==> src/rtl/mdio_pkg.sv <==
package mdio_pkg;
  localparam int unsigned FRAME_BITS = 64;
  localparam int unsigned TA_POS     = 46;  // first turnaround bit
  localparam int unsigned DATA_POS   = 48;  // first data bit

  localparam logic [1:0] OP_RD = 2'b10;
  localparam logic [1:0] OP_WR = 2'b01;

  typedef struct packed {
    logic        req;
    logic        wr;
    logic [3:0]  spare;
    logic [4:0]  phy;
    logic [4:0]  regad;
    logic [15:0] data;
  } cmd_t;
endpackage

==> src/rtl/mdio_clkgen.sv <==
module mdio_clkgen #(
  parameter int unsigned HALF_DIV = 50
) (
  input  logic clk_i,
  input  logic rst_ni,
  input  logic run_i,
  output logic mdc_o,
  output logic rise_o,
  output logic fall_o
);
  localparam int unsigned CW = $clog2(HALF_DIV + 1);

  logic [CW-1:0] cnt_q;
  logic          mdc_q;
  logic          wrap;

  assign wrap = (cnt_q == CW'(HALF_DIV - 1));

  always_ff @(posedge clk_i or negedge rst_ni) begin
    if (!rst_ni) begin
      cnt_q <= '0;
      mdc_q <= 1'b0;
    end else if (!run_i) begin
      cnt_q <= '0;
      mdc_q <= 1'b0;
    end else if (wrap) begin
      cnt_q <= '0;
      mdc_q <= ~mdc_q;
    end else begin
      cnt_q <= cnt_q + 1'b1;
    end
  end

  assign mdc_o  = mdc_q;
  assign rise_o = run_i && wrap && !mdc_q;
  assign fall_o = run_i && wrap && mdc_q;

  // low-time monitor, saturating
  logic [CW:0] low_cnt_q;
  always_ff @(posedge clk_i or negedge rst_ni) begin
    if (!rst_ni)                             low_cnt_q <= (CW+1)'(HALF_DIV);
    else if (mdc_q)                          low_cnt_q <= '0;
    else if (low_cnt_q < (CW+1)'(HALF_DIV))  low_cnt_q <= low_cnt_q + 1'b1;
  end

  assert_mdc_low_time_R5: assert property (@(posedge clk_i) disable iff (!rst_ni)
    $rose(mdc_q) |-> (low_cnt_q >= (CW+1)'(HALF_DIV)));
endmodule

==> src/rtl/mdio_shifter.sv <==
module mdio_shifter
  import mdio_pkg::*;
(
  input  logic        clk_i,
  input  logic        rst_ni,
  input  logic        start_i,
  input  logic        wr_i,
  input  logic [4:0]  phy_i,
  input  logic [4:0]  regad_i,
  input  logic [15:0] wdata_i,
  input  logic        rise_i,
  input  logic        fall_i,
  input  logic        mdio_i,
  output logic        busy_o,
  output logic        done_o,
  output logic [15:0] rdata_o,
  output logic        mdio_o,
  output logic        mdio_oe_o
);
  logic                  busy_q, done_q, rd_q;
  logic [5:0]            cnt_q;
  logic [FRAME_BITS-1:0] sh_q, frame_d;
  logic [15:0]           cap_q;

  assign frame_d = {32'hFFFF_FFFF, 2'b01, (wr_i ? OP_WR : OP_RD), phy_i, regad_i,
                    2'b10, (wr_i ? wdata_i : 16'hFFFF)};

  always_ff @(posedge clk_i or negedge rst_ni) begin
    if (!rst_ni) begin
      busy_q <= 1'b0;
      done_q <= 1'b0;
      rd_q   <= 1'b0;
      cnt_q  <= '0;
      sh_q   <= '0;
      cap_q  <= '0;
    end else begin
      done_q <= 1'b0;
      if (start_i && !busy_q) begin
        busy_q <= 1'b1;
        rd_q   <= !wr_i;
        cnt_q  <= '0;
        sh_q   <= frame_d;
        cap_q  <= '0;
      end else if (busy_q) begin
        if (rise_i && rd_q && cnt_q >= 6'(DATA_POS))
          cap_q <= {cap_q[14:0], mdio_i};
        if (fall_i) begin
          if (cnt_q == 6'(FRAME_BITS - 1)) begin
            busy_q <= 1'b0;
            done_q <= 1'b1;
          end else begin
            cnt_q <= cnt_q + 1'b1;
            sh_q  <= {sh_q[FRAME_BITS-2:0], 1'b0};
          end
        end
      end
    end
  end

  assign busy_o    = busy_q;
  assign done_o    = done_q;
  assign rdata_o   = cap_q;
  assign mdio_o    = busy_q ? sh_q[FRAME_BITS-1] : 1'b1;
  assign mdio_oe_o = busy_q && !(rd_q && cnt_q >= 6'(TA_POS));

  assert_done_after_edge_R2: assert property (@(posedge clk_i) disable iff (!rst_ni)
    done_q |-> ($past(busy_q) && $past(fall_i)));
endmodule

==> src/rtl/mdio_mgmt_ctrl.sv <==
module mdio_mgmt_ctrl
  import mdio_pkg::*;
#(
  parameter int unsigned CLK_HZ     = 250_000_000,
  parameter int unsigned MDC_MAX_HZ = 2_500_000
) (
  input  logic        clk_i,
  input  logic        rst_ni,
  input  logic        reg_wr_i,
  input  logic [31:0] reg_wdata_i,
  output logic [31:0] reg_rdata_o,
  output logic        mdc_o,
  output logic        mdio_o,
  output logic        mdio_oe_o,
  input  logic        mdio_i
);
  localparam int unsigned HALF_RAW = (CLK_HZ + 2*MDC_MAX_HZ - 1) / (2*MDC_MAX_HZ);
  localparam int unsigned HALF_DIV = (HALF_RAW < 2) ? 2 : HALF_RAW;

  cmd_t        ctrl_q, wcmd;
  logic        accept, start, busy, done, rise, fall;
  logic [15:0] rd_data;

  assign wcmd   = cmd_t'(reg_wdata_i);
  assign accept = reg_wr_i && !ctrl_q.req;
  assign start  = accept && wcmd.req;

  always_ff @(posedge clk_i or negedge rst_ni) begin
    if (!rst_ni) begin
      ctrl_q <= '0;
    end else if (done) begin
      ctrl_q.req <= 1'b0;
      if (!ctrl_q.wr) ctrl_q.data <= rd_data;
    end else if (accept) begin
      ctrl_q <= wcmd;
    end
  end

  assign reg_rdata_o = ctrl_q;

  mdio_clkgen #(.HALF_DIV(HALF_DIV)) u_clk (
    .clk_i  (clk_i),
    .rst_ni (rst_ni),
    .run_i  (busy),
    .mdc_o  (mdc_o),
    .rise_o (rise),
    .fall_o (fall)
  );

  mdio_shifter u_shift (
    .clk_i     (clk_i),
    .rst_ni    (rst_ni),
    .start_i   (start),
    .wr_i      (wcmd.wr),
    .phy_i     (wcmd.phy),
    .regad_i   (wcmd.regad),
    .wdata_i   (wcmd.data),
    .rise_i    (rise),
    .fall_i    (fall),
    .mdio_i    (mdio_i),
    .busy_o    (busy),
    .done_o    (done),
    .rdata_o   (rd_data),
    .mdio_o    (mdio_o),
    .mdio_oe_o (mdio_oe_o)
  );

  assert_idle_lines_R1: assert property (@(posedge clk_i) disable iff (!rst_ni)
    !ctrl_q.req |-> (!mdc_o && !mdio_oe_o));

  assert_req_holds_R2: assert property (@(posedge clk_i) disable iff (!rst_ni)
    (ctrl_q.req && !done) |=> ctrl_q.req);

  assert_busy_store_dropped_R6: assert property (@(posedge clk_i) disable iff (!rst_ni)
    (reg_wr_i && ctrl_q.req && !done) |=> (reg_rdata_o[30:0] == $past(reg_rdata_o[30:0])));

  assert_data_stable_high_R5: assert property (@(posedge clk_i) disable iff (!rst_ni)
    (mdc_o && $past(mdc_o)) |-> ($stable(mdio_o) && $stable(mdio_oe_o)));
endmodule

==> config.mk <==
export PLATFORM = sky130hd
export DESIGN_NAME = mdio_mgmt_ctrl
export DESIGN_NICKNAME = d
export VERILOG_FILES = /design/src/rtl/mdio_pkg.sv /design/src/rtl/mdio_clkgen.sv /design/src/rtl/mdio_shifter.sv /design/src/rtl/mdio_mgmt_ctrl.sv
export SDC_FILE = /design/constraint.sdc
export NUM_CORES = 1
export LEC_CHECK = 0
export ABC_CLOCK_PERIOD_IN_PS = 2400
export BUFFER_PORTS_ARGS = -buffer_cell sky130_fd_sc_hd__buf_4
export CAP_MARGIN = 15
export CORE_ASPECT_RATIO = 0.75
export CORE_MARGIN = 1
export CORE_UTILIZATION = 60
export CTS_BUF_LIST = sky130_fd_sc_hd__clkbuf_4
export CTS_CLUSTER_DIAMETER = 120
export DETAILED_ROUTE_END_ITERATION = 8
export GPL_TIMING_DRIVEN = 0
export PLACE_DENSITY = 0.89
export SYNTH_ARGS = -nofsm -noshare
export SYNTH_HDL_FRONTEND = slang
export SYNTH_SLANG_ARGS = --single-unit
==> constraint.sdc <==
create_clock -name clk_i -period 2.4 [get_ports clk_i]
set_clock_uncertainty 0.2 [all_clocks]
set_input_delay 0.12 -clock clk_i [delete_from_list [all_inputs] [get_ports clk_i]]
set_output_delay 0.12 -clock clk_i [all_outputs]
set_load 0.02 [all_outputs]
==> results.md <==
* Post-Layout Cell Count at 837
* Final HPWL DP at a little over 9000 um
* Syn. warnings at 0
* Die height at about 86 um
* Nets@finish at between 700 and 800
* Metal3 WL at between 1000 and 1500 um
* Fmax at about 420 MHz
* Yosys cell types at 40
* Clock network fraction of total power at between 20% and 30%
* Multi-input combinational cell area at roughly 2200 um2
* Worst slew pin tran at 647 ps
* Core area at 9050 um2
* Vias in the first global route at 4,972
* Synth Register Bits at approximately 130
* Fin util at slightly below 80%
* # port buffers at 70
* Int Pwr at 0.00337 W
* Total wire length at 14,800 um
* Final Hold Fails at 18
* Crit-path max FO at 10
* Max Cap Viol at 0
* Max clock buf depth at 2
* Post-synth EDFFs at 0
* Drt first pass iters at 7
* CTS root buffer: clkbuf_4
* Max layer used: met4
* Max H-tree Level at 4
* I/O pins at just over 70
* Antenna viol nets, final at 0
* DR vias at 5,190
* Sw frac at slightly below 30%
* Total grt overflow at 0
* Drt wl/cell at around 18 um
* Final period util at a little over nine tenths
* P&R area growth vs syn at 25.0%
* Commonest non-fill, non-tap cells in the layout: 128 x dfrtp_1, 81 x nand2_1, 81 x nand3_1, 73 x buf_4, 52 x o21ai_0
* Detail Route met2 WL at just under 7000 um
* Largest net degree at the start of global routing at between 100 and 150
* Share of layout cells above drive strength 1 at about a fifth
* Post-synth top flop: dfrtp_1
* Hold Slack at -37.4 ps
* Crit path DAT at ~2500 ps
* Remaining DRCs at 0
* CTS Buf Count at 17
* Synthesized Nets at 607
* Initial antenna violation count at 0
* Finish-stage setup viols at 0
* Failing checks: hold timing
* Most common cell after layout, fill and taps aside: dfrtp_1
* Synthesized area at roughly 5600 um2
* Power Density at between 600 and 700 nW/um2
* Min Clock Period, post-route at 2370 ps
* Die Wd at around 110 um
* Syn Inst Count at about 570
* Die ar. at ~10000 um2
* Static Leak at between 2 and 3 nW
* Register share of total power at approximately 55%
* Worst-path clk slew at between 100 and 150 ps
* Initial Util at between 60% and 70%
* Via density at approximately 6.2
* Fill count at between 500 and 600
* P_sw at ~0.0014 W
* Crit start category: register
* Combinational share of power at 18.5%
* Crit end category: register
* WS Path Type: register to register
* Seq/Total Area, Yosys at ~57%
* Worst Path Required at 2580 ps
* FFs w/ async S/R, synth at 100%
* Number of diodes at 0
* Final Max Tran Viols at 0
* Outcome: finished with violations
* Placer Congestion at a little under 0.9
* Clk_lat worst skew at roughly 530 ps
* HP Class: input port to async pin
* Placed insts at 766
* WL met1 at around 6100 um
* First-pass GRT wire length at around 24,000 um
* Worst vdd ir at around 0.57 mV
* CTS tree: yes
* CTS sink cnt at roughly 130
* GRT Overall Usage at 31.9%
* Initial drt markers at 626
* RSZ-0062 raised after global routing: yes
* Core Rows at 30
* Avg Inst Size Synth at between 9 and 10 um2
* Sequential standard cell area at around 3200 um2
* Rel. slew slack at between 50% and 60%
[synthesized netlist by cell type (5+ instances only)]
master | number | area share (%)
dfrtp_1 | 128 | 57
a221o_1 | 5 | 0.89
a22oi_1 | 16 | 2.1
mux2_2 | 15 | 3.0
a21oi_1 | 13 | 1.2
o21ai_0 | 59 | 5.3
nor3b_1 | 17 | 2.3
nor3_1 | 8 | 0.71
buf_2 | 7 | 0.62
nand3_1 | 81 | 7.2
nand2_1 | 81 | 5.4
a211oi_1 | 18 | 2.4
nor2_1 | 23 | 1.5
o211ai_1 | 7 | 0.94
clkbuf_1 | 40 | 2.7
a31oi_1 | 8 | 0.89
[path summary, 6_finish.rpt]
check	endpoint	slack, ps	start	cells past startpoint
setup / recovery	u_shift.sh_q[15]	30	u_shift.busy_o	5
hold / removal	u_shift.rdata_o[2]	-40	rst_ni	3
setup reg to reg	u_shift.sh_q[15]	30	u_shift.busy_o	5
hold reg to reg	reg_rdata_o[0]	290	reg_rdata_o[0]	2
max in group asynchronous	u_shift.sh_q[41]	1160	rst_ni	4
min in group clk_i	u_shift.rdata_o[0]	150	mdio_i	4
[registers in the layout (all words and copies together) (netlist names)]
| signal | cells |
|---|---|
| reg_rdata_o | 32 |
| u_clk.cnt_q | 6 |
| u_clk.mdc_o | 1 |
| u_shift.busy_o | 1 |
| u_shift.cnt_q | 6 |
| u_shift.done_o | 1 |
| u_shift.rd_q | 1 |
| u_shift.rdata_o | 16 |
| u_shift.sh_q | 64 |
[cell type report]
class	instances	area share, %
well taps	128	2.28
inverters	4	0.214
repair buffers	112	14.0
flip-flops and latches	128	45.6
clock inverters	11	1.05
plain buffers	48	3.10
multi-input cells	386	31.6
clock buffers	20	2.14
[power groups by stage]
stage / registers (W) / clock network, W / logic, W
6_report: 0.00263 / 0.00126 / 0.000884
5_1_grt: 0.00265 / 0.00137 / 0.000960
4_1_cts: 0.00261 / 0.00126 / 0.000864
3_5_place_dp: 0.00265 / 0 / 0.000808
3_3_place_gp: 0.00263 / 0 / 0.000771
2_1_floorplan: 0.00276 / 0 / 0.000288
[stage by stage]
stage          setup TNS (ps)  hold WS, ps  power, W  setup slack (ps)  area, um2
2_1_floorplan               0         -376   0.00305               282       5610
3_3_place_gp            -5850          130   0.00340              -141       6300
3_5_place_dp            -8000         -208   0.00346              -191       6330
4_1_cts                     0         8.45   0.00474              20.3       6950
5_1_grt                 -32.7         6.51   0.00499             -32.7       7020
6_report                    0        -37.4   0.00477              33.6       7020
[layer usage]
| metal | vias up | global-route usage, % |
|---|---|---|
| met5 | - | 0 |
| met4 | 0 | 15.0 |
| met2 | 309 | 48.3 |
| met3 | 50 | 7.49 |
| li1 | 2295 | - |
| met1 | 2536 | 44.0 |
[logic make-up (layout without fill, tap and decap cells)]
group                    Yosys count  count (layout)  share of synthesized area (%)
AO/OA/AOI/OAI                    134             134                           14.8
XOR/XNOR                           5               5                          0.780
adder cells (fa/ha/maj)            4               4                          0.891
buffers and inverters             53             195                           3.83
flip-flops                       128             128                           57.1
multiplexers                      15              15                           3.01
AND/OR/NAND/NOR                  228             228                           19.6
[critical path, stage by stage, from the launching register on]
cell and delay, ps:
dfrtp_1 470, nand4bb_1 170, clkbuf_1 290, clkbuf_1 480, clkbuf_1 460, a31oi_1 150
[repair_timing]
item / 4_1_cts / 5_1_grt
endpoints found under the hold margin: 191 / 0
setup endpoints to repair: 72 / 70
buffers inserted: 0 / 2
gates resized for setup: 7 / 35
pin swaps: 0 / 0
hold buffers: 38 / 0
(Power assumes the default switching activity.)
